$ cat config.mk
export PLATFORM = sky130hd
export DESIGN_NAME = cmdstream_decoder
export DESIGN_NICKNAME = d
export VERILOG_FILES = /design/src/rtl/cmd_pkg.sv /design/src/rtl/cmd_framer.sv /design/src/rtl/cmd_classify.sv /design/src/rtl/pong_tx.sv /design/src/rtl/cmdstream_decoder.sv
export SDC_FILE = /design/constraint.sdc
export NUM_CORES = 1
export LEC_CHECK = 0
export BUFFER_PORTS_ARGS = -buffer_cell sky130_fd_sc_hd__buf_2
export CORE_MARGIN = 2
export CORE_UTILIZATION = 50
export CTS_BUF_LIST = sky130_fd_sc_hd__clkbuf_4 sky130_fd_sc_hd__clkbuf_8 sky130_fd_sc_hd__clkbuf_16
export CTS_CLUSTER_DIAMETER = 200
export CTS_CLUSTER_SIZE = 8
export DETAILED_ROUTE_END_ITERATION = 6
export PLACE_DENSITY = 0.7
export SETUP_SLACK_MARGIN = 0.4
export SKIP_CTS_REPAIR_TIMING = 1
export SYNTH_ARGS = -nofsm -noshare
export SYNTH_HDL_FRONTEND = slang
export SYNTH_HIERARCHICAL = 1
export SYNTH_SLANG_ARGS = --single-unit
$ cat constraint.sdc
create_clock -name clk -period 10.6 [get_ports clk]
set_input_delay 1.59 -clock clk [delete_from_list [all_inputs] [get_ports clk]]
set_output_delay 1.59 -clock clk [all_outputs]
set_load 0.02 [all_outputs]
$ cat src/rtl/cmd_pkg.sv
package cmd_pkg;

  typedef enum logic [3:0] {
    K_NONE,
    K_ON,
    K_OFF,
    K_ACK,
    K_SERR,
    K_POINT,
    K_PING,
    K_POL,
    K_PKT,
    K_ERR
  } msg_kind_e;

  localparam logic [7:0] BYTE_ON    = 8'h21;
  localparam logic [7:0] BYTE_OFF   = 8'h20;
  localparam logic [7:0] BYTE_ACK   = 8'h00;
  localparam logic [7:0] BYTE_SERR  = 8'h01;
  localparam logic [7:0] BYTE_PKT   = 8'hFF;

  localparam logic [3:0] OPC_POINT  = 4'b0100;
  localparam logic [3:0] OPC_PING   = 4'b0001;
  localparam logic [3:0] OPC_POL    = 4'b0010;

endpackage

$ cat src/rtl/cmd_framer.sv
module cmd_framer #(
  parameter int MAX_BYTES = 15,
  localparam int ACC_W = 7 * MAX_BYTES,
  localparam int CW    = $clog2(MAX_BYTES + 1)
) (
  input  logic             clk,
  input  logic             rst_n,
  input  logic [7:0]       rx_data,
  input  logic             rx_valid,
  output logic             msg_end,
  output logic [7:0]       first_now,
  output logic [CW-1:0]    n_now,
  output logic [ACC_W-1:0] acc_now,
  output logic             ovf_now
);

  logic             in_msg_q, in_msg_d;
  logic [7:0]       first_q, first_d;
  logic [CW-1:0]    cnt_q, cnt_d;
  logic [ACC_W-1:0] acc_q, acc_d;
  logic             ovf_q, ovf_d;

  // View of the message including the byte on rx_data this cycle
  always_comb begin
    msg_end = rx_valid & ~rx_data[7];
    if (!in_msg_q) begin
      first_now = rx_data;
      n_now     = CW'(1);
      ovf_now   = 1'b0;
      acc_now   = {{(ACC_W-7){1'b0}}, rx_data[6:0]};
    end else begin
      first_now = first_q;
      ovf_now   = ovf_q | (cnt_q == CW'(MAX_BYTES));
      n_now     = (cnt_q == CW'(MAX_BYTES)) ? cnt_q : cnt_q + CW'(1);
      acc_now   = {acc_q[ACC_W-8:0], rx_data[6:0]};
    end
  end

  always_comb begin
    in_msg_d = in_msg_q;
    first_d  = first_q;
    cnt_d    = cnt_q;
    acc_d    = acc_q;
    ovf_d    = ovf_q;
    if (rx_valid) begin
      if (rx_data[7]) begin
        in_msg_d = 1'b1;
        first_d  = first_now;
        cnt_d    = n_now;
        acc_d    = acc_now;
        ovf_d    = ovf_now;
      end else begin
        in_msg_d = 1'b0;
        cnt_d    = '0;
        ovf_d    = 1'b0;
      end
    end
  end

  always_ff @(posedge clk or negedge rst_n) begin
    if (!rst_n) begin
      in_msg_q <= 1'b0;
      first_q  <= '0;
      cnt_q    <= '0;
      acc_q    <= '0;
      ovf_q    <= 1'b0;
    end else if (rx_valid) begin
      in_msg_q <= in_msg_d;
      first_q  <= first_d;
      cnt_q    <= cnt_d;
      acc_q    <= acc_d;
      ovf_q    <= ovf_d;
    end
  end


  cont_opens_msg_chk: assert property (@(posedge clk) disable iff (!rst_n)
    (rx_valid && rx_data[7]) |=> in_msg_q);


  stop_closes_msg_chk: assert property (@(posedge clk) disable iff (!rst_n)
    (rx_valid && !rx_data[7]) |=> !in_msg_q);

endmodule

$ cat src/rtl/cmd_classify.sv
module cmd_classify
  import cmd_pkg::*;
#(
  parameter int MAX_BYTES = 15,
  parameter int POL_W     = 17,
  localparam int ACC_W = 7 * MAX_BYTES,
  localparam int CW    = $clog2(MAX_BYTES + 1),
  localparam int BW    = $clog2(ACC_W + 1),
  localparam int SW    = BW + 1
) (
  input  logic [7:0]       first_now,
  input  logic [CW-1:0]    n_now,
  input  logic [ACC_W-1:0] acc_now,
  input  logic             ovf_now,
  output msg_kind_e        kind,
  output logic [9:0]       value10,
  output logic [POL_W-1:0] pol_map,
  output logic [ACC_W-1:0] pkt_data,
  output logic [BW-1:0]    pkt_bits
);

  logic [SW-1:0]    all_bits;
  logic [SW-1:0]    pol_bits;
  logic [ACC_W-1:0] pol_sh;

  always_comb begin
    if (n_now == CW'(1)) begin
      unique case (first_now)
        BYTE_ON:   kind = K_ON;
        BYTE_OFF:  kind = K_OFF;
        BYTE_ACK:  kind = K_ACK;
        BYTE_SERR: kind = K_SERR;
        default:   kind = K_ERR;
      endcase
    end else if (ovf_now) begin
      kind = K_ERR;
    end else if (first_now == BYTE_PKT) begin
      kind = K_PKT;
    end else begin
      unique case (first_now[6:3])
        OPC_POINT: kind = (n_now == CW'(2)) ? K_POINT : K_ERR;
        OPC_PING:  kind = (n_now == CW'(2)) ? K_PING  : K_ERR;
        OPC_POL:   kind = K_POL;
        default:   kind = K_ERR;
      endcase
    end
  end

  // Field extraction: everything is left-aligned by a variable shift
  always_comb begin
    value10  = {first_now[2:0], acc_now[6:0]};
    all_bits = SW'(n_now) * SW'(7);
    pol_bits = all_bits - SW'(4);
    pkt_data = acc_now << (SW'(ACC_W) - all_bits);
    pkt_bits = BW'(all_bits);
    pol_sh   = acc_now << (SW'(ACC_W) - pol_bits);
    pol_map  = pol_sh[ACC_W-1 -: POL_W];
  end

endmodule

$ cat src/rtl/pong_tx.sv
module pong_tx (
  input  logic       clk,
  input  logic       rst_n,
  input  logic       load,
  input  logic [9:0] tag,
  input  logic       tx_ready,
  output logic [7:0] tx_data,
  output logic       tx_valid,
  output logic       busy
);

  typedef enum logic [1:0] {PG_IDLE, PG_HI, PG_LO} pong_st_e;

  pong_st_e   st_q, st_d;
  logic [9:0] tag_q;

  always_comb begin
    st_d = st_q;
    unique case (st_q)
      PG_IDLE: if (load)     st_d = PG_HI;
      PG_HI:   if (tx_ready) st_d = PG_LO;
      PG_LO:   if (tx_ready) st_d = PG_IDLE;
      default:               st_d = PG_IDLE;
    endcase
  end

  always_ff @(posedge clk or negedge rst_n) begin
    if (!rst_n) begin
      st_q  <= PG_IDLE;
      tag_q <= '0;
    end else begin
      st_q <= st_d;
      if (load && st_q == PG_IDLE) tag_q <= tag;
    end
  end

  always_comb begin
    busy     = (st_q != PG_IDLE);
    tx_valid = busy;
    tx_data  = (st_q == PG_LO) ? {1'b0, tag_q[6:0]}
                               : {1'b1, 4'b0001, tag_q[2+7:7]};
  end


  pong_hold_chk: assert property (@(posedge clk) disable iff (!rst_n)
    (tx_valid && !tx_ready) |=> (tx_valid && $stable(tx_data)));


  pong_load_idle_chk: assert property (@(posedge clk) disable iff (!rst_n)
    load |-> !busy);

endmodule

$ cat src/rtl/cmdstream_decoder.sv
module cmdstream_decoder
  import cmd_pkg::*;
#(
  parameter int MAX_BYTES = 15,
  parameter int POL_W     = 17,
  localparam int ACC_W = 7 * MAX_BYTES,
  localparam int CW    = $clog2(MAX_BYTES + 1),
  localparam int BW    = $clog2(ACC_W + 1)
) (
  input  logic             clk,
  input  logic             rst_n,
  input  logic [7:0]       rx_data,
  input  logic             rx_valid,
  input  logic             tx_ready,
  output logic [7:0]       tx_data,
  output logic             tx_valid,
  output logic             pwr_on,
  output logic             pwr_off,
  output logic             panic_ack,
  output logic             host_link_err,
  output logic             point_fire,
  output logic [9:0]       point_target,
  output logic             ping_seen,
  output logic [9:0]       ping_tag,
  output logic             pol_set,
  output logic [POL_W-1:0] pol_map,
  output logic             pkt_valid,
  output logic [ACC_W-1:0] pkt_data,
  output logic [BW-1:0]    pkt_bits,
  output logic             proto_err
);

  // Reset: asynchronous assert, synchronous release
  logic rst_meta_q, rst_sync_n;
  always_ff @(posedge clk or negedge rst_n) begin
    if (!rst_n) begin
      rst_meta_q <= 1'b0;
      rst_sync_n <= 1'b0;
    end else begin
      rst_meta_q <= 1'b1;
      rst_sync_n <= rst_meta_q;
    end
  end

  logic             msg_end, ovf_now, pong_busy, pong_load;
  logic [7:0]       first_now;
  logic [CW-1:0]    n_now;
  logic [ACC_W-1:0] acc_now, pkt_data_c;
  logic [9:0]       value10;
  logic [POL_W-1:0] pol_map_c;
  logic [BW-1:0]    pkt_bits_c;
  msg_kind_e        kind, kind_eff;

  cmd_framer #(.MAX_BYTES(MAX_BYTES)) u_framer (
    .clk(clk), .rst_n(rst_sync_n), .rx_data(rx_data), .rx_valid(rx_valid),
    .msg_end(msg_end), .first_now(first_now), .n_now(n_now),
    .acc_now(acc_now), .ovf_now(ovf_now)
  );

  cmd_classify #(.MAX_BYTES(MAX_BYTES), .POL_W(POL_W)) u_classify (
    .first_now(first_now), .n_now(n_now), .acc_now(acc_now), .ovf_now(ovf_now),
    .kind(kind), .value10(value10), .pol_map(pol_map_c),
    .pkt_data(pkt_data_c), .pkt_bits(pkt_bits_c)
  );

  always_comb begin
    kind_eff = K_NONE;
    if (msg_end) kind_eff = (kind == K_PING && pong_busy) ? K_ERR : kind;
    pong_load = (kind_eff == K_PING);
  end

  pong_tx u_pong (
    .clk(clk), .rst_n(rst_sync_n), .load(pong_load), .tag(value10),
    .tx_ready(tx_ready), .tx_data(tx_data), .tx_valid(tx_valid), .busy(pong_busy)
  );

  // Output registers: pulses every cycle, fields behind their own enables
  logic [8:0] pulse_d;
  always_comb begin
    pulse_d = '0;
    unique case (kind_eff)
      K_ON:    pulse_d[8] = 1'b1;
      K_OFF:   pulse_d[7] = 1'b1;
      K_ACK:   pulse_d[6] = 1'b1;
      K_SERR:  pulse_d[5] = 1'b1;
      K_POINT: pulse_d[4] = 1'b1;
      K_PING:  pulse_d[3] = 1'b1;
      K_POL:   pulse_d[2] = 1'b1;
      K_PKT:   pulse_d[1] = 1'b1;
      K_ERR:   pulse_d[0] = 1'b1;
      default: pulse_d    = '0;
    endcase
  end

  always_ff @(posedge clk or negedge rst_sync_n) begin
    if (!rst_sync_n) begin
      {pwr_on, pwr_off, panic_ack, host_link_err, point_fire,
       ping_seen, pol_set, pkt_valid, proto_err} <= '0;
      point_target <= '0;
      ping_tag     <= '0;
      pol_map      <= '0;
      pkt_data     <= '0;
      pkt_bits     <= '0;
    end else begin
      {pwr_on, pwr_off, panic_ack, host_link_err, point_fire,
       ping_seen, pol_set, pkt_valid, proto_err} <= pulse_d;
      if (pulse_d[4]) point_target <= value10;
      if (pulse_d[3]) ping_tag     <= value10;
      if (pulse_d[2]) pol_map      <= pol_map_c;
      if (pulse_d[1]) begin
        pkt_data <= pkt_data_c;
        pkt_bits <= pkt_bits_c;
      end
    end
  end


  one_pulse_chk: assert property (@(posedge clk) disable iff (!rst_sync_n)
    $onehot0({pwr_on, pwr_off, panic_ack, host_link_err, point_fire,
              ping_seen, pol_set, pkt_valid, proto_err}));


  pulse_after_end_chk: assert property (@(posedge clk) disable iff (!rst_sync_n)
    (pwr_on || pwr_off || panic_ack || host_link_err || point_fire ||
     ping_seen || pol_set || pkt_valid || proto_err)
    |-> $past(rx_valid && !rx_data[7]));


  ping_not_busy_chk: assert property (@(posedge clk) disable iff (!rst_sync_n)
    ping_seen |-> !$past(tx_valid));


  pkt_len_chk: assert property (@(posedge clk) disable iff (!rst_sync_n)
    pkt_valid |-> (pkt_bits >= BW'(14) && pkt_bits <= BW'(ACC_W)));


  target_hold_chk: assert property (@(posedge clk) disable iff (!rst_sync_n)
    !point_fire |-> $stable(point_target));

endmodule

# Yosys cells after proc, flatten, opt, wreduce, memory -nomap -nowiden
# Index checks and enable logic that the tools add are counted.
dict set report op_classes {
  add_sub_neg 4
  mul 1
  eq_ne 25
  shift 2
  muxes 31
  n_bitwise 3
  n_reduce_logical 7
}
# cell count
set ops {}
lappend ops {{<< shifter 105 x 8 -> 105 bit} 2}
lappend ops {{2-to-1 mux 105 bit} 1}
lappend ops {{2-to-1 mux 4 bit} 10}
lappend ops {{== test 4 x 3 -> 1 bit, second input constant} 6}
lappend ops {{== test 4 x 2 -> 1 bit, second input constant} 4}
lappend ops {{== test 8 x 6 -> 1 bit, second input constant} 2}
lappend ops {{2-to-1 mux 8 bit} 2}
lappend ops {{case mux 4 bit (4 select lines)} 1}
lappend ops {{== test 4 x 1 -> 1 bit, second input constant} 3}
lappend ops {{== test 4 bit, second input constant} 3}
lappend ops {{2-to-1 mux 1 bit} 12}
lappend ops {{case mux 4 bit (3 select lines)} 1}
lappend ops {{== test 8 x 1 -> 1 bit, second input constant} 1}
lappend ops {{== test 8 bit, second input constant} 1}
lappend ops {{zero test 8 bit} 1}
lappend ops {{subtractor 7 x 3 -> 8 bit, second input constant} 1}
lappend ops {{subtractor 7 x 7 -> 8 bit, first input constant} 1}
lappend ops {{subtractor 7 x 8 -> 8 bit, first input constant} 1}
lappend ops {{multiplier 4 x 3 -> 7 bit, second input constant} 1}
lappend ops {{2-to-1 mux 2 bit} 3}
lappend ops {{case mux 2 bit (3 select lines)} 1}
lappend ops {{adder 4 x 1 -> 4 bit, second input constant} 1}
lappend ops {{!= test 2 bit, second input constant} 2}
lappend ops {{AND reduction 3 bit} 1}
lappend ops {{10 further kinds} 11}
dict set report word_totals {
  regBits 284
  out_inout_bits 167
  elab_cells 96
}

# Longest topological paths before layout
# Gate-level depths: netlist of the first run.
dict set report depth {
  depth_word 16
  mapped_depth 26
  depth_no_buf 16
}

# By module
# Netlist of the first run, hierarchy kept.
# mod n_inst cells_per_inst area_each_um2
set by_module_without_submodules {}
lappend by_module_without_submodules {cmd_classify 1 1658 14426.3}
lappend by_module_without_submodules {cmdstream_decoder 1 347 5993.2}
lappend by_module_without_submodules {cmd_framer 1 396 5431.5}
lappend by_module_without_submodules {pong_tx 1 39 548.0}

# Worst setup path before layout of the first run
# Ideal clock, no wire load.
dict set report synth_path {
  path_kind {register to register}
  start {reg u_framer.cnt_q[0]}
  end {reg pkt_data[91]}
  setup_time_ns 0.128
  arrival_ns 5.519
  required_ns 10.472
  path_slack_ns 4.953
  stages_incl_launch_ff 25
  n_path_buf 10
  cell_sequence {dfrtp_1 > ha_1 > nand3_1 > xnor2_1 > nand2_1 > buf_4 > clkinv_1 > clkbuf_1 > clkbuf_1 > ha_1 > buf_6 > buf_4 > buf_6 > buf_4 > inv_1 > ha_1 > buf_4 > buf_2 > buf_2 > mux4_2 > mux2i_1 > nor2_1 > o31ai_1 > o211ai_1 > mux2_1}
}
# element line_no
set synth_lines {}
lappend synth_lines {{start: declaration} cmd_framer.sv:19} ;# logic [CW-1:0] cnt_q, cnt_d;
lappend synth_lines {{start signal: assignment} cmd_framer.sv:70} ;# cnt_q <= cnt_d;
lappend synth_lines {{adder 4 x 1 -> 4 bit or == test 4 bit (tied branches)} cmd_framer.sv:34} ;# n_now = (cnt_q == CW'(MAX_BYTES)) ? cnt_q : cnt_q + CW'(1);
lappend synth_lines {{2-to-1 mux 4 bit (*)} cmd_framer.sv:34}
lappend synth_lines {{2-to-1 mux 4 bit (*)} cmd_framer.sv:26} ;# if (!in_msg_q) begin
lappend synth_lines {{net n_now[0]} cmdstream_decoder.sv:47} ;# logic [CW-1:0] n_now;
lappend synth_lines {{multiplier 4 x 3 -> 7 bit (*)} cmd_classify.sv:52} ;# all_bits = SW'(n_now) * SW'(7);
lappend synth_lines {{net pkt_bits_c[1]} cmdstream_decoder.sv:51} ;# logic [BW-1:0] pkt_bits_c;
lappend synth_lines {{subtractor 7 x 7 -> 8 bit (*)} cmd_classify.sv:54} ;# pkt_data = acc_now << (SW'(ACC_W) - all_bits);
lappend synth_lines {{<< shifter 105 x 8 -> 105 bit (*)} cmd_classify.sv:54}
lappend synth_lines {{net pkt_data_c[91]} cmdstream_decoder.sv:48} ;# logic [ACC_W-1:0] acc_now, pkt_data_c;
lappend synth_lines {{end signal: assignment} cmdstream_decoder.sv:111} ;# pkt_data <= pkt_data_c;
lappend synth_lines {{end: declaration} cmdstream_decoder.sv:28} ;# output logic [ACC_W-1:0] pkt_data,
# The timed path passes the listed nets; every way through them passes the cells marked *.
# A chain may end at the register's enable or synchronous reset.

# Worst setup path in the final report of the first run
dict set report layout_path {
  start {reg u_framer.cnt_q[0]}
  end {reg pol_map[1]}
}
# element line_no
set layout_lines {}
lappend layout_lines {{adder 4 x 1 -> 4 bit or == test 4 bit (tied branches)} cmd_framer.sv:34}
lappend layout_lines {{2-to-1 mux 4 bit (*)} cmd_framer.sv:34}
lappend layout_lines {{2-to-1 mux 4 bit (*)} cmd_framer.sv:26}
lappend layout_lines {{net n_now[0]} cmdstream_decoder.sv:47}
lappend layout_lines {{multiplier 4 x 3 -> 7 bit (*)} cmd_classify.sv:52}
lappend layout_lines {{net pkt_bits_c[1]} cmdstream_decoder.sv:51}
lappend layout_lines {{subtractor 7 x 3 -> 8 bit (*)} cmd_classify.sv:53} ;# pol_bits = all_bits - SW'(4);
lappend layout_lines {{subtractor 7 x 8 -> 8 bit (*)} cmd_classify.sv:56} ;# pol_sh = acc_now << (SW'(ACC_W) - pol_bits);
lappend layout_lines {{<< shifter 105 x 8 -> 105 bit (*)} cmd_classify.sv:56}
lappend layout_lines {{net pol_map_c[1]} cmdstream_decoder.sv:50} ;# logic [POL_W-1:0] pol_map_c;
lappend layout_lines {{end signal: assignment} cmdstream_decoder.sv:109} ;# if (pulse_d[2]) pol_map <= pol_map_c;
lappend layout_lines {{end: declaration} cmdstream_decoder.sv:26} ;# output logic [POL_W-1:0] pol_map,
# Marked as above.

==> results of run 1 <==
[layer usage]
layer  vias to the layer above  part of all wire  routed length [um]
li1                       9398                 -                   -
met1                     11700              0.39               42600
met2                      1658              0.43               47200
met3                       353              0.11               12200
met4                         4             0.062                6800
met5                         -           0.00026                  28
[flip-flops by register name, summed over array words and instances, names as in the netlist, 7 cells and up]
| register | count |
|---|---|
| ping_tag | 10 |
| point_target | 10 |
| pkt_data | 105 |
| pkt_bits | 7 |
| u_pong/tag_q | 10 |
| u_framer/first_q | 8 |
| u_framer/acc_q | 98 |
| pol_map | 17 |
[final cells by class]
class | instances | area (um^2) | area share
Clock inverter | 3 | 47.5 | 0.00170
Clock buffer | 43 | 1040 | 0.0371
Timing Repair Buffer | 221 | 1260 | 0.0451
Multi-Input combinational cell | 1893 | 17600 | 0.629
Inverter | 19 | 76.3 | 0.00272
Tap cell | 688 | 861 | 0.0307
Sequential cell | 284 | 7110 | 0.254
Antenna cell | 1 | 2.50 | 0.0000893
[synthesized netlist by cell type (12+ instances only)]
| library cell | n |
|---|---|
| a211oi_1 | 34 |
| a21oi_1 | 59 |
| a221oi_1 | 16 |
| a222oi_1 | 12 |
| a22oi_1 | 42 |
| a31oi_1 | 26 |
| and2_1 | 103 |
| buf_2 | 94 |
| buf_4 | 55 |
| buf_6 | 58 |
| clkbuf_1 | 27 |
| dfrtp_1 | 284 |
| ha_1 | 12 |
| inv_1 | 14 |
| mux2_1 | 79 |
| mux2_2 | 292 |
| mux2_4 | 57 |
| mux2i_1 | 207 |
| mux4_2 | 141 |
| nand2_1 | 149 |
| nand2b_1 | 16 |
| nand3_1 | 42 |
| nor2_1 | 177 |
| nor3_1 | 27 |
| o211ai_1 | 13 |
| o21a_1 | 12 |
| o21ai_0 | 53 |
| o221ai_1 | 32 |
| o22ai_1 | 32 |
[path summary, 6_finish.rpt]
check                                     end  cells after the start
setup / recovery                   pol_map[1]                     18
hold / removal                     rst_sync_n                      0
setup reg to reg                   pol_map[1]                     18
hold reg to reg                    rst_sync_n                      0
max in group asynchronous  u_framer/acc_q[17]                      1
min in group asynchronous         pkt_bits[0]                      0
[kinds of logic after synthesis]
kind of cell,count (synthesis),synth area share
compound gates,473,0.133
xor+xnor,11,0.00521
fa+ha+maj,16,0.00872
buf+inv,263,0.0692
flops,284,0.269
mux,787,0.400
other cells,1,0.000142
simple gates,605,0.115
[critical path, delay by kind of cell, from the launching register on]
kind	cells	cell delay (ns)
AO/OA/AOI/OAI	3	1.17
multiplexers	1	0.26
adder cells (fa/ha/maj)	3	1.79
XOR/XNOR	1	0.18
buffers and inverters	6	2.27
flip-flops	1	0.47
AND/OR/NAND/NOR	4	1.45
[report_power, final]
| part | leakage, nW | switching, mW | total [mW] | internal (mW) |
|---|---|---|---|---|
| registers | 3.91 | 0.0245 | 1.15 | 1.12 |
| clock network | 0.538 | 0.479 | 1.19 | 0.710 |
| logic | 8.29 | 2.33 | 3.46 | 1.13 |
| total | 12.7 | 2.83 | 5.79 | 2.96 |
[metrics by stage]
step / power [mW] / cell area, um^2 / hold slack, ns
after floorplan: 3.56 / 26400 / 0.331
after global placement: 4.44 / 26900 / 0.339
after detailed placement: 4.44 / 26900 / 0.345
after CTS: 5.65 / 28000 / 0.356
after global routing: 5.94 / 28000 / 0.357
final: 5.79 / 28000 / 0.346
==> results.json, run 1 <==
{
  "grt_pass1_vias": 22100,
  "drt_iter0_markers": 3562,
  "hold_class": "reg -> reg",
  "rr_startpoint": "u_framer/cnt_q[0]",
  "cap_violations": 0,
  "final-instance-count-excl-fill": 3152,
  "drc": 3,
  "worst_setup_path_end_kind": "flip-flop",
  "powerDensity_mw_per_mm2": 207,
  "cp_common_cell": "buf_4",
  "final_cell_mix": "292 x mux2_2, 282 x dfrtp_1, 207 x mux2i_1",
  "clk_pin_slew_worst_paths_ns": 0.05,
  "period_share": 0.741,
  "clk_latency_ns": 0.58,
  "fin_util": 0.536,
  "core_area_mm2": 0.0523,
  "synth_top_area_share": 0.269,
  "port_buffers": 178,
  "mappedNetlistNets": 2468,
  "critical_path_arrival_ns": 8.36,
  "slowest_stage": "nor3_1",
  "finalHoldViolCount": 0,
  "synth_area_leader_cell": "dfrtp_1",
  "met1_usage": 0.526,
  "nets": 2488,
  "final_common_cell": "mux2_2",
  "setup.worst_path.start_class": "flip-flop",
  "synth_edf_count": 0,
  "setup_violations": 0,
  "grt_pass1_wl_um": 157000,
  "area_growth_pct": 6.18,
  "max_freq_mhz": 127,
  "crit_fanout": 57,
  "dp_worst_setup_slack_ns": 3.12,
  "violations": "DRC",
  "avgSynthCellArea_um2": 10.8,
  "cts_made_buffers": 41,
  "yosys_warnings": 6,
  "vias_per_cell": 7.33,
  "status": "complete, but fails checks",
  "final_layout_size_suffix_gt1_frac": 0.339,
  "grt_overflow": 0,
  "n_fill_cell": 4604,
  "dp_hpwl_um": 78600,
  "grt_setup_unrepaired": "no",
  "cp.required_ns": 11.11,
  "gp_congestion": 1.04,
  "wl_um": 109000,
  "vias": 23100,
  "fp-row-count": 84,
  "grt_antenna_before_repair": 3,
  "relSlewSlack": 0.0968,
  "setup-tns-final_ns": 0,
  "busiest_layer": "met2",
  "rrSetupSlack_ns": 2.74,
  "cts_tree": "yes",
  "grt_use_met2": 0.591,
  "grt.met3_usage": 0.103,
  "synth_cell_type_count": 109,
  "grt_max_degree": 145,
  "startpoint": "u_framer/cnt_q[0]",
  "clock_sinks": 284,
  "ys_dominant_reg_cell": "dfrtp_1",
  "synth_seq_area_share": 0.269,
  "async_flop_share": 1.00,
  "root_buffer": "clkbuf_16",
  "netlist_top_cells_area": "dfrtp_1 27%, mux2_2 12%, mux4_2 12%",
  "post-route-min-period_ns": 7.86,
  "die_y_um": 234,
  "die_area_mm2": 0.0547,
  "slew_violations": 0,
  "synth_area_mm2": 0.0264,
  "syn-instance-count": 2440,
  "dieWidth_um": 234,
  "dr.pass1.iters": 7,
  "worstMarginPinSlew_ns": 1.34,
  "ant_nets": 0,
  "worst_slack_ns": 2.74,
  "synth_seq_cells": 284,
  "irDropWorstVdd_v": 0.000193,
  "io_pins": 179,
  "wl_per_cell_um": 34.6,
  "path_class": "reg -> reg",
  "fin_skew_ns": 0.0353,
  "holdCritStartpoint": "rst_meta_q",
  "critPathMaxStageDelay_ns": 1.13,
  "clockBufferDepth": 3,
  "cp_cell_sequence": "ha_1 > nand3_1 > xnor2_1 > nand2_4 > buf_4 > clkinv_1 > buf_4 > ha_4 > inv_1 > ha_4 > buf_4 > inv_4 > nor3_1 > nor2_1 > o21ai_0 > a21oi_1 > a211oi_1 > mux2_2",
  "place_inst": 3105,
  "initial_core_util": 0.504,
  "p_leak_nw": 12.7,
  "track_usage": 0.394,
  "htree_levels": 2
}
No activity file was read; power rests on OpenSTA's default activity.
==> run 2: changes to the inputs <==
Settings changed: ABC_AREA from default to 1.
Clock period 10.6 ns to 7.72 ns, I/O delays scaled along.
==> run 2 against run 1 <==
  * The run still ends with DRC left
  * First-iteration DRC count decreased by 0.34%
  * Clock power grew 40%
  * Cell count up 40%
  * Non-clock buffer count is the same
  * Register-to-register slack worse by 0.45 ns
  * Sequential power grew 47%
  * Via count rose by 12%
  * Clock skew increased by 0.013 ns
  * Setup slack worse by 0.45 ns
  * Combinational power up 48%
  * Fmax up 45%
  * Largest power group unchanged
  * Highest routed layer unchanged
==> results.json, run 2 <==
{
  "worstMarginPinSlew_ns": 1.09,
  "die_y_um": 220,
  "core_area_mm2": 0.0464,
  "clk_pin_slew_worst_paths_ns": 0.06,
  "cap_violations": 0,
  "rrSetupSlack_ns": 2.29,
  "hold_class": "in -> async",
  "clk_latency_ns": 0.59,
  "cp.required_ns": 8.24,
  "synth_seq_area_share": 0.304,
  "wl_per_cell_um": 19.5,
  "n_fill_cell": 4755,
  "final_layout_size_suffix_gt1_frac": 0.107,
  "fp-row-count": 79,
  "setup-tns-final_ns": 0,
  "p_comb_frac": 0.604,
  "rr_startpoint": "u_framer/in_msg_q",
  "dp_worst_setup_slack_ns": 2.33,
  "initial_core_util": 0.505,
  "p_total_mw": 8.47,
  "powerDensity_mw_per_mm2": 339,
  "grt_antenna_before_repair": 1,
  "mappedNetlistNets": 3849,
  "swShare": 0.533,
  "netlist_top_cells_area": "dfrtp_1 30%, nand2_1 26%, nand3_1 15%",
  "clockBufferDepth": 3,
  "syn-instance-count": 3821,
  "holdWs_ns": 0.349,
  "nets": 3816,
  "async_flop_share": 1.00,
  "final_common_cell": "nand2_1",
  "grt_max_degree": 144,
  "top_regs": "pkt_data (105), u_framer/acc_q (98), pol_map (17)",
  "p_leak_nw": 14.0,
  "ys_dominant_reg_cell": "dfrtp_1",
  "synth_common_cells": "1645 x nand2_1, 694 x nand3_1, 284 x dfrtp_1",
  "reg2reg_to": "pol_map[15]",
  "port_buffers": 178,
  "wl_um": 85800,
  "yosys_warnings": 6,
  "top_register": "pkt_data",
  "power.share.clock": 0.197,
  "cts_tree": "yes",
  "slew_violations": 0,
  "max_freq_mhz": 184,
  "vias_per_cell": 5.87,
  "setup.worst_path.start_class": "flip-flop",
  "irDropWorstVdd_v": 0.000222,
  "largest_register_ffs": 105,
  "worst_setup_path_end_kind": "flip-flop",
  "status": "complete, but fails checks",
  "fin_skew_ns": 0.0487,
  "clock_sinks": 284,
  "grt_setup_unrepaired": "no",
  "dieWidth_um": 220,
  "vias": 25800,
  "r2r_cells": 17,
  "synth_top_area_share": 0.304,
  "diodes": 0,
  "p_switching_mw": 4.52,
  "synth_cell_type_count": 49,
  "area_growth_pct": 6.92,
  "finalHoldViolCount": 0,
  "dp_hpwl_um": 61900,
  "post-route-min-period_ns": 5.43,
  "worst_slack_ns": 2.29,
  "htree_levels": 2,
  "multi_input_area_mm2": 0.0140,
  "gp_congestion": 1.05,
  "track_usage": 0.351,
  "grt_pass1_wl_um": 132000,
  "synth.most_common_cell": "nand2_1",
  "synth_area_leader_cell": "dfrtp_1",
  "final_cell_mix": "1645 x nand2_1, 693 x nand3_1, 282 x dfrtp_1",
  "synth_edf_count": 0,
  "synth_area_mm2": 0.0234,
  "drt_iter0_markers": 3550,
  "drc": 9,
  "grt_overflow": 0,
  "setup_violations": 0,
  "avgSynthCellArea_um2": 6.13,
  "dr.pass1.iters": 7,
  "grt_pass1_vias": 22900,
  "cts_made_buffers": 41,
  "critical_path_arrival_ns": 5.95,
  "period_share": 0.703,
  "relSlewSlack": 0.273,
  "crit_fanout": 40,
  "p_int_mw": 3.96,
  "io_pins": 179,
  "path_class": "reg -> reg",
  "ant_nets": 0,
  "violations": "DRC",
  "synth_seq_cells": 284,
  "register_area_mm2": 0.00711,
  "die_area_mm2": 0.0486,
  "seqPwrFrac": 0.199,
  "root_buffer": "clkbuf_16"
}
## run 2: routing by layer
metal / global-route usage / vias up / part of all wire
li1: - / 12400 / -
met1: 0.486 / 11800 / 0.42
met2: 0.521 / 1433 / 0.42
met3: 0.0595 / 219 / 0.10
met4: 0.195 / 2 / 0.062
met5: 0 / - / 0.00014
## run 2: power groups by stage
| stage | combinational (mW) | sequential, mW | clock [mW] |
|---|---|---|---|
| 3_3_place_gp | 4.87 | 1.71 | 0 |
| 3_5_place_dp | 4.87 | 1.71 | 0 |
| 6_report | 5.11 | 1.69 | 1.67 |
| 4_1_cts | 4.89 | 1.69 | 1.70 |
| 2_1_floorplan | 3.41 | 1.81 | 0 |
| 5_1_grt | 5.57 | 1.70 | 1.75 |
## run 2: cell type report
cell class	instances	area share
Inverter	204	0.0306
Multi-Input combinational cell	3036	0.558
Timing Repair Buffer	221	0.0515
Clock buffer	44	0.0426
Sequential cell	284	0.284
Tap cell	607	0.0303
Clock inverter	3	0.00265
## run 2: worst max-delay path by stage
| stage | from | end |
|---|---|---|
| after floorplan | rst_sync_n | host_link_err |
| after global placement | u_framer/in_msg_q | pol_map[11] |
| after detailed placement | u_framer/in_msg_q | pol_map[15] |
| after CTS | u_framer/in_msg_q | pol_map[15] |
| after global routing | u_framer/in_msg_q | pol_map[15] |
| final | u_framer/in_msg_q | pol_map[15] |
## run 2: stage by stage
step	cells	instance area [um^2]	util
5_1_grt	4399	25000	0.540
2_1_floorplan	3821	23400	-
3_3_place_gp	4352	23900	0.516
3_5_place_dp	4352	23900	0.516
6_report	4399	25000	0.540
4_1_cts	4399	25000	0.540
## run 2: cells by family after synthesis
family / count (synthesis) / synth area share
XOR/XNOR: 4 / 0.00214
adder cells (fa/ha/maj): 16 / 0.00983
buffers and inverters: 501 / 0.105
AO/OA/AOI/OAI: 310 / 0.0836
multiplexers: 17 / 0.00818
other: 1 / 0.000160
AND/OR/NAND/NOR: 2688 / 0.488
flip-flops: 284 / 0.304
## run 2: critical path: stages, from the launching register on
cell and delay (ns):
dfrtp_4 0.60, inv_1 0.30, nor2_1 0.51, fa_1 0.51, ha_1 0.22, fa_1 0.83
nor2_1 0.15, nor2_4 0.46, inv_2 0.08, nor2_2 0.29, buf_4 0.48, inv_2 0.20
a21oi_1 0.19, a21oi_1 0.09, nand2_1 0.09, nand2_1 0.05, nor2_1 0.16, mux2_2 0.16
